## src/rtl/gpx_pkg.sv

```systemverilog
package gpx_pkg;
    localparam int DATA_W = 8;

    typedef enum logic [1:0] {
        KIND_IN  = 2'd0,
        KIND_OUT = 2'd1,
        KIND_POL = 2'd2,
        KIND_CFG = 2'd3
    } reg_kind_e;

    typedef struct packed {
        logic [DATA_W-1:0] outr;
        logic [DATA_W-1:0] pol;
        logic [DATA_W-1:0] cfg;
        logic [DATA_W-1:0] inr;
    } port_regs_t;

    localparam port_regs_t PORT_RST = '{outr: 8'hFF, pol: 8'h00, cfg: 8'hFF, inr: 8'h00};

    function automatic logic [DATA_W-1:0] input_view(logic [DATA_W-1:0] lvl, logic [DATA_W-1:0] inv);
        return lvl ^ inv;
    endfunction
endpackage

```

## src/rtl/gpx_sync.sv

```systemverilog
module gpx_sync #(
    parameter int W      = 16,
    parameter int STAGES = 2
) (
    input  logic         clk,
    input  logic         rst_n,
    input  logic [W-1:0] d,
    output logic [W-1:0] q
);
    logic [W-1:0] stage_q [STAGES];

    generate
        for (genvar s = 0; s < STAGES; s++) begin : g_stage
            always_ff @(posedge clk) begin
                if (!rst_n) stage_q[s] <= '0;
                else if (s == 0) stage_q[s] <= d;
                else stage_q[s] <= stage_q[(s == 0) ? 0 : s-1];
            end
        end
    endgenerate

    assign q = stage_q[STAGES-1];
endmodule

```

## src/rtl/gpx_port.sv

```systemverilog
module gpx_port
    import gpx_pkg::*;
(
    input  logic              clk,
    input  logic              rst_n,
    input  logic              wr_out,
    input  logic              wr_pol,
    input  logic              wr_cfg,
    input  logic              cap,
    input  logic [DATA_W-1:0] wr_data,
    input  logic [DATA_W-1:0] pins_s,
    output port_regs_t        regs,
    output logic [DATA_W-1:0] mism
);
    always_ff @(posedge clk) begin
        if (!rst_n) begin
            regs <= PORT_RST;
        end else begin
            if (wr_out) regs.outr <= wr_data;
            if (wr_pol) regs.pol  <= wr_data;
            if (wr_cfg) regs.cfg  <= wr_data;
            if (cap)    regs.inr  <= pins_s;
        end
    end

    assign mism = (pins_s ^ regs.inr) & regs.cfg;

    // direction write lands in the register that enables the pads
    assert_cfg_write_R3: assert property (@(posedge clk) disable iff (!rst_n)
        (wr_cfg && rst_n) |=> (regs.cfg == $past(wr_data)));

    // input register moves only on a capture
    assert_input_hold_R5: assert property (@(posedge clk) disable iff (!rst_n)
        (rst_n && !cap) |=> $stable(regs.inr));

    // capture with steady pins leaves no mismatch
    assert_capture_clears_R7: assert property (@(posedge clk) disable iff (!rst_n)
        (cap && rst_n) |=> (!$stable(pins_s) || (mism == '0)));
endmodule

```

## src/rtl/gpx_core.sv

```systemverilog
module gpx_core
    import gpx_pkg::*;
#(
    parameter int NUM_PORTS = 2,
    parameter int IDX_W     = $clog2(4 * NUM_PORTS),
    parameter int NBITS     = NUM_PORTS * DATA_W
) (
    input  logic              clk,
    input  logic              rst_n,
    input  logic              wr_en,
    input  logic              rd_en,
    input  logic [IDX_W-1:0]  reg_idx,
    input  logic [DATA_W-1:0] wr_data,
    output logic [DATA_W-1:0] rd_data,
    input  logic [NBITS-1:0]  pin_in,
    output logic [NBITS-1:0]  pin_out,
    output logic [NBITS-1:0]  pin_oe,
    output logic              int_pull
);
    logic [NBITS-1:0]  pins_s;
    port_regs_t        regs_a [NUM_PORTS];
    logic [NBITS-1:0]  mism_v;
    int                idx_i, kind_i, port_sel;
    logic              kind_ok;
    reg_kind_e         kind_e;
    logic [DATA_W-1:0] rd_value;

    gpx_sync #(.W(NBITS), .STAGES(2)) u_sync (
        .clk(clk), .rst_n(rst_n), .d(pin_in), .q(pins_s)
    );

    always_comb begin
        idx_i    = int'(reg_idx);
        kind_i   = idx_i / NUM_PORTS;
        port_sel = idx_i % NUM_PORTS;
        kind_ok  = (kind_i < 4);
        kind_e   = reg_kind_e'(kind_i[1:0]);
    end

    generate
        for (genvar p = 0; p < NUM_PORTS; p++) begin : g_port
            logic hit;
            assign hit = kind_ok && (port_sel == p);

            gpx_port u_port (
                .clk    (clk),
                .rst_n  (rst_n),
                .wr_out (wr_en && hit && kind_e == KIND_OUT),
                .wr_pol (wr_en && hit && kind_e == KIND_POL),
                .wr_cfg (wr_en && hit && kind_e == KIND_CFG),
                .cap    (rd_en && hit && kind_e == KIND_IN),
                .wr_data(wr_data),
                .pins_s (pins_s[p*DATA_W +: DATA_W]),
                .regs   (regs_a[p]),
                .mism   (mism_v[p*DATA_W +: DATA_W])
            );

            assign pin_out[p*DATA_W +: DATA_W] = regs_a[p].outr;
            assign pin_oe[p*DATA_W +: DATA_W]  = ~regs_a[p].cfg;
        end
    endgenerate

    always_comb begin
        rd_value = '0;
        if (kind_ok) begin
            case (kind_e)
                KIND_IN:  rd_value = input_view(pins_s[port_sel*DATA_W +: DATA_W], regs_a[port_sel].pol);
                KIND_OUT: rd_value = regs_a[port_sel].outr;
                KIND_POL: rd_value = regs_a[port_sel].pol;
                KIND_CFG: rd_value = regs_a[port_sel].cfg;
                default:  rd_value = '0;
            endcase
        end
    end

    always_ff @(posedge clk) begin
        if (!rst_n)     rd_data <= '0;
        else if (rd_en) rd_data <= rd_value;
    end

    assign int_pull = |mism_v;

    // reset restores pad defaults
    assert_reset_pads_R8: assert property (@(posedge clk)
        !rst_n |=> (pin_oe == '0 && pin_out == '1));

    // an interrupt can only be requested by an input-configured pin
    assert_int_needs_input_R6: assert property (@(posedge clk) disable iff (!rst_n)
        int_pull |-> (pin_oe != '1));
endmodule

```

## config.mk

```make
export PLATFORM = sky130hd
export DESIGN_NAME = gpx_core
export DESIGN_NICKNAME = d
export VERILOG_FILES = /design/src/rtl/gpx_pkg.sv /design/src/rtl/gpx_sync.sv /design/src/rtl/gpx_port.sv /design/src/rtl/gpx_core.sv
export SDC_FILE = /design/constraint.sdc
export NUM_CORES = 1
export LEC_CHECK = 0
export ABC_AREA = 1
export ABC_CLOCK_PERIOD_IN_PS = 1700
export BUFFER_PORTS_ARGS = -buffer_cell sky130_fd_sc_hd__buf_2
export CAP_MARGIN = 25
export CORE_MARGIN = 8
export CORE_UTILIZATION = 57
export CTS_CLUSTER_DIAMETER = 40
export DETAILED_ROUTE_END_ITERATION = 16
export PLACE_DENSITY = 0.81
export SLEW_MARGIN = 10
export SYNTH_ARGS = -nofsm -noshare
export SYNTH_HDL_FRONTEND = slang
export SYNTH_SLANG_ARGS = --single-unit
```

## constraint.sdc

```tcl
create_clock -name clk -period 1.7 [get_ports clk]
set_clock_uncertainty 0.1 [all_clocks]
set_input_delay 0.17 -clock clk [delete_from_list [all_inputs] [get_ports clk]]
set_output_delay 0.17 -clock clk [all_outputs]
set_load 0.1 [all_outputs]
```

[After elaboration in Yosys (flattened, before gate mapping)]
Memories as Yosys holds them, arrays and structs flattened.
Cells that the tools add are included.
Word-level totals
  flip-flop bits (word level): 72
  memory bits (writable): 32
  input port bits: 31
  output and inout bits: 41
  word-level logic and storage cells: 52
  memories kept: 1
Cells by class
  magnitude comparators: 2
  equality and inequality tests: 3
  shifts and indexed selects: 1
  muxes and demuxes: 9
  bitwise gates (word level): 10
  reductions and logical operators: 17
Memories
  u_sync.stage_q: words 2, width 16, read ports 2, clocked after Yosys merged registers in 0, wr ports 2, RTL line gpx_sync.sv:10  | logic [W-1:0] stage_q [STAGES];
Operators by type and width (count)
  32-bit 2-to-1 mux: 3
  32-bit by 2-bit greater-or-equal comparator with 1-bit output (second input constant): 1
  32-bit logical NOT: 1
  16-bit 2-to-1 mux: 2
  1-bit NOT with 32-bit output: 1
  8-bit case mux with 4 select lines: 1
  8-bit XOR: 3
  8-bit AND: 2
  8-bit NOT: 2
  16-bit OR reduction: 1
  16-bit by 5-bit indexed part select with 8-bit output: 1
  1-bit logical AND: 14
  8-bit 2-to-1 mux: 1
  2-bit == test (second input constant): 2
  2-bit by 3-bit < comparator with 1-bit output (second input constant): 1
  2-bit by 1-bit == test with 1-bit output (second input constant): 1
  2-bit logical NOT: 1
  1-bit 2-to-1 mux: 2
  1-bit OR: 2

[Logic depth before layout (Yosys ltp)]
  word-level depth: 7
  mapped depth: 9
  gate-level depth less buffers: 8

[Hierarchy]
Synthesis repeated with hierarchy kept, for this count alone.
Second synthesis, totals
  cells, all modules: 814
  area, all modules: 4999.8 um^2
Modules (own cells, without submodules)
  gpx_port: times used 2, cells an instance 203, area each 1353.8 um^2, seq. area each 640.6 um^2
  gpx_core: times used 1, cells an instance 309, area each 1377.6 um^2, seq. area each 160.2 um^2
  gpx_sync: times used 1, cells an instance 99, area each 914.6 um^2, seq. area each 640.6 um^2

[Least setup slack after synthesis]
OpenSTA, ideal clock, no wires.
  kind: flip-flop to output port
  from: register g_port[1].u_port.regs[8] (netlist bit)
  to: output int_pull
  data arrival time: 1.793 ns
  required time: 1.430 ns
  slack: -0.363 ns
  stages on the path, launching flop included: 7
  path buffers: 0
  cells stage by stage: dfxtp_1 inv_1 nor2_1 nand2_1 nand4_1 nor2_1 nand2_1
On the way
  cells in the longest elaborated chain, start to end: 2
RTL lines
  start, declared: RTL line gpx_port.sv:12  | output port_regs_t regs,
  8-bit AND: RTL line gpx_port.sv:26  | assign mism = (pins_s ^ regs.inr) & regs.cfg;
  16-bit OR reduction: RTL line gpx_core.sv:81  | assign int_pull = |mism_v;
  end, declared: RTL line gpx_core.sv:18  | output logic int_pull
Every way passes these cells.

==> results.md <==
- Internal power: 3.34 mW
- Die H: ~110 µm
- Largest family of logic cells by synthesized area: simple AND/OR/NAND/NOR gates
- Compound-cell area share of the yosys netlist: between 10% and 20%
- Setup_tns: -0.0181 ns
- Clk pwr share: between 20% and 30%
- Reg area: between 2000 and 2500 µm²
- Crit path capture: int_pull
- Max stage delay on crit path: ~0.34 ns
- Total grt overflow: 0
- Cell area after layout: 5560 µm²
- Area Overhead vs Synth: 16.9%
- Core area: between 8000 and 9000 µm²
- Fill cells: slightly below 700
- Hold Path Class: in -> reg
- Largest net degree at the start of global routing: 48
- Total routed wirelength: 13200 µm
- Crit path from: u_sync.stage_q[1][8]
- Area after DPL: approximately 5100 µm²
- Run status: finished, violations left
- Routed Antenna Nets: 0
- Max H-tree Level: 3
- Max Slew Vio Count: 0
- PnR Total Power: between 4 and 5 mW
- Iter 0 DRT Violations: 337
- Required time worst endpoint: 1.43 ns
- First-pass GRT wire length: ~21000 µm
- Most used cell, CP: nor2_2
- Post-synthesis cell area: 4750 µm²
- Number of global-route vias before repair: between 4000 and 5000
- Part of the power in combinational logic: 19.4%
- Row cnt: 33
- Max clock buf depth: 2
- CTS Root Buffer Type: clkbuf_8
- Cells along the critical path: nor2_2, nor2_2, nand2_1, nand4_1, nor2_2, nand2_4, buf_12
- Crit Reg-Reg Endpoint: rd_data[7]
- Vias per cell: roughly 5.3
- WS Path Type: reg -> out
- Worst r2r path cells: 5
- Crit share post-route: 101%
- Top Ports: just over 70
- TritonCTS buffer count: 9
- # setup viols final: 1
- Drt first pass iters: 5
- CTS tree: built
- Total GRT Usage: about 23%
- Leakage power: approximately 2.9 nW
- Yosys Warn Count: 0
- Crit-path max FO: 3
- Post-Syn Nets: roughly 740
- Dpl hpwl: 9330 µm
- Kind of cell adding the most delay to the critical path: simple AND/OR/NAND/NOR gates
- Mux cell area share after synthesis: 0%
- DIE AREA: 11500 µm²
- Peak supply drop: just under 0.6 mV
- Post-Place Worst Slack: roughly 0.19 ns
- Placed cells: 849
- Sequential element share of the synthesized area: ~44%
- Clk slew on worst S/H paths: 0.10 ns
- R2R Path Start: g_port[0].u_port.regs[15]
- #FFs+latches synth: approximately 100
- Number of distinct library cells after synthesis: 20
- Crit path depth: 7
- Cells after Synth: ~710
- CP max-delay cell: dfxtp_2
- Sequential Power Share: 52.6%
- Clk sink count: around 100
- Slew HR: roughly two thirds
- Max_cap viols: 0
- Final min period: approximately 1.7 ns
- Layout cell share with drive strength beyond 1: about a fifth
- Mean post-synth cell area: a little under 7 µm²
- Worst slew pin tran: 0.507 ns
- Simple-gate area share of the yosys netlist: around 28%
- Final nets: between 800 and 900
- Net Switching: approximately 1.6 mW
- Final-report hold violation count: 0
- Worst-skew pair later-pin latency: 0.36 ns
- Vias post-DR: 4674
- XOR/XNOR Fraction of Synth Area: 0%
- Final Non-Filler Cells: between 800 and 900
- PD cells: between 800 and 900 nW/µm²
- Initial antenna violation count: 0
- CP arrival: 1.45 ns
- Port Buf Inserts: 71
- CP startpoint kind: flip-flop
- Multi-input gate area: just over 2000 µm²
- Buf/Inv on CP: 1
- Final WS setup: -0.0181 ns
- R2R setup slack: approximately 0.47 ns
- Routed WL per cell: around 15 µm
- Fmax: just under 600 MHz
- Initial Utilization: between 50 and 60%
- Number of antenna diodes: 0
- Die X: 107 µm
- RSZ-0062 raised after global routing: yes
- RePlAce Congestion: between 0.8 and 0.9
- Kind of end point of the critical path: output port
- Switching Fraction: around 33%
- Drt drc: 0
- Failing checks: setup timing
- Adder-Cell Fraction of Synth Area: 0%
==> registers in the layout (all words and copies together), names as in the netlist <==
| register | flops |
|---|---|
| g_port.u_port.regs | 64 |
| rd_data | 8 |
| u_sync.stage_q | 32 |
==> per-layer routing <==
layer | routed length, µm | share of wire (%) | GRT usage [%] | vias up
met5 | 0 | 0 | 0 | -
met4 | 487 | 3.7 | 9.35 | 0
met3 | 1030 | 7.8 | 4.49 | 34
met2 | 6250 | 47 | 38.3 | 190
met1 | 5440 | 41 | 28.8 | 2144
li1 | - | - | - | 2306
==> how the worst min path moves through the flow <==
stage	slack [ns]	end	depth (start not counted)	start
floorplan	0.17	u_sync.stage_q[0][0]	2	pin_in[0]
global placement	0.25	u_sync.stage_q[0][13]	3	pin_in[13]
detailed placement	0.26	u_sync.stage_q[0][10]	3	pin_in[10]
CTS	0.03	g_port[1].u_port.regs[26]	3	wr_data[2]
global route	0.03	g_port[1].u_port.regs[29]	3	wr_data[5]
finish	0.03	g_port[1].u_port.regs[25]	3	wr_data[1]
==> power by group through the flow <==
stage / registers (mW) / clock network [mW] / logic [mW]
detailed placement: 2.66 / 0 / 0.914
global route: 2.62 / 1.50 / 1.04
CTS: 2.61 / 1.39 / 0.955
finish: 2.61 / 1.39 / 0.965
global placement: 2.66 / 0 / 0.901
floorplan: 2.75 / 0 / 0.594
==> what timing repair did <==
action / CTS / global route
hold buffers: 16 / 0
endpoints found under the setup margin: 1 / 1
gates resized for setup: 13 / 10
hold endpoints to repair: 16 / 0
pin swaps: 5 / 5
setup buffers: 4 / 1
==> cells in the mapped netlist <==
cell type	n	share of area, %
buf_6	1	0.24
nor2_1	22	1.7
nor3_4	1	0.34
clkbuf_1	13	1.0
inv_2	6	0.47
nand2_1	251	20
o211ai_1	20	3.2
nand3_1	41	4.3
a21oi_1	46	4.8
inv_1	102	8.1
o21ai_0	48	5.1
o21ai_1	6	0.63
nor2_4	4	0.95
buf_2	11	1.2
dfxtp_1	104	44
nand4_1	4	0.53
nor2_2	1	0.13
nand2_2	5	0.66
buf_4	18	2.8
buf_1	3	0.24
==> cells by family after synthesis <==
| family | after synthesis |
|---|---|
| AOI/OAI and AO/OA | 120 |
| DFF | 104 |
| buffers and inverters | 154 |
| and+or+nand+nor | 329 |
==> tightest hold or removal path: cells and delay by family <==
family        cells  cell delay (ns)
buf+inv           1             0.17
simple gates      2             0.13
==> cells in the final DEF (no fill, tap or decap) <==
master,count
o21ai_1,8
nand4_1,4
dlygate4sd3_1,16
buf_12,4
buf_4,14
o21ai_0,46
dfxtp_4,1
nor3_4,1
dfxtp_2,12
clkbuf_8,9
inv_2,9
clkinv_4,1
a21oi_1,45
nand2_4,1
nand3_2,3
buf_2,70
nand3_1,38
nor2_1,18
nor2_4,4
clkinvlp_4,7
inv_1,95
nand2_1,250
dfxtp_1,91
o211ai_1,20
a21oi_2,1
nand2_2,5
nor2_2,5
clkbuf_1,3
==> stage by stage <==
step / hold WS (ns) / utilization (%)
after floorplan: 0.168 / -
after global placement: 0.250 / 63.3
after detailed placement: 0.255 / 63.3
after CTS: 0.0272 / 67.9
after global routing: 0.0337 / 68.3
final: 0.0304 / 68.3
==> final cells by class <==
cell class                      count  area share (%)
Sequential cell                   104            37.8
Multi-Input combinational cell    449            36.7
Timing Repair Buffer              104            12.5
Inverter                          108            7.57
Clock buffer                       12            2.43
Tap cell                          105            2.36
Clock inverter                      4           0.563
Power figures use the tool's default switching activity.
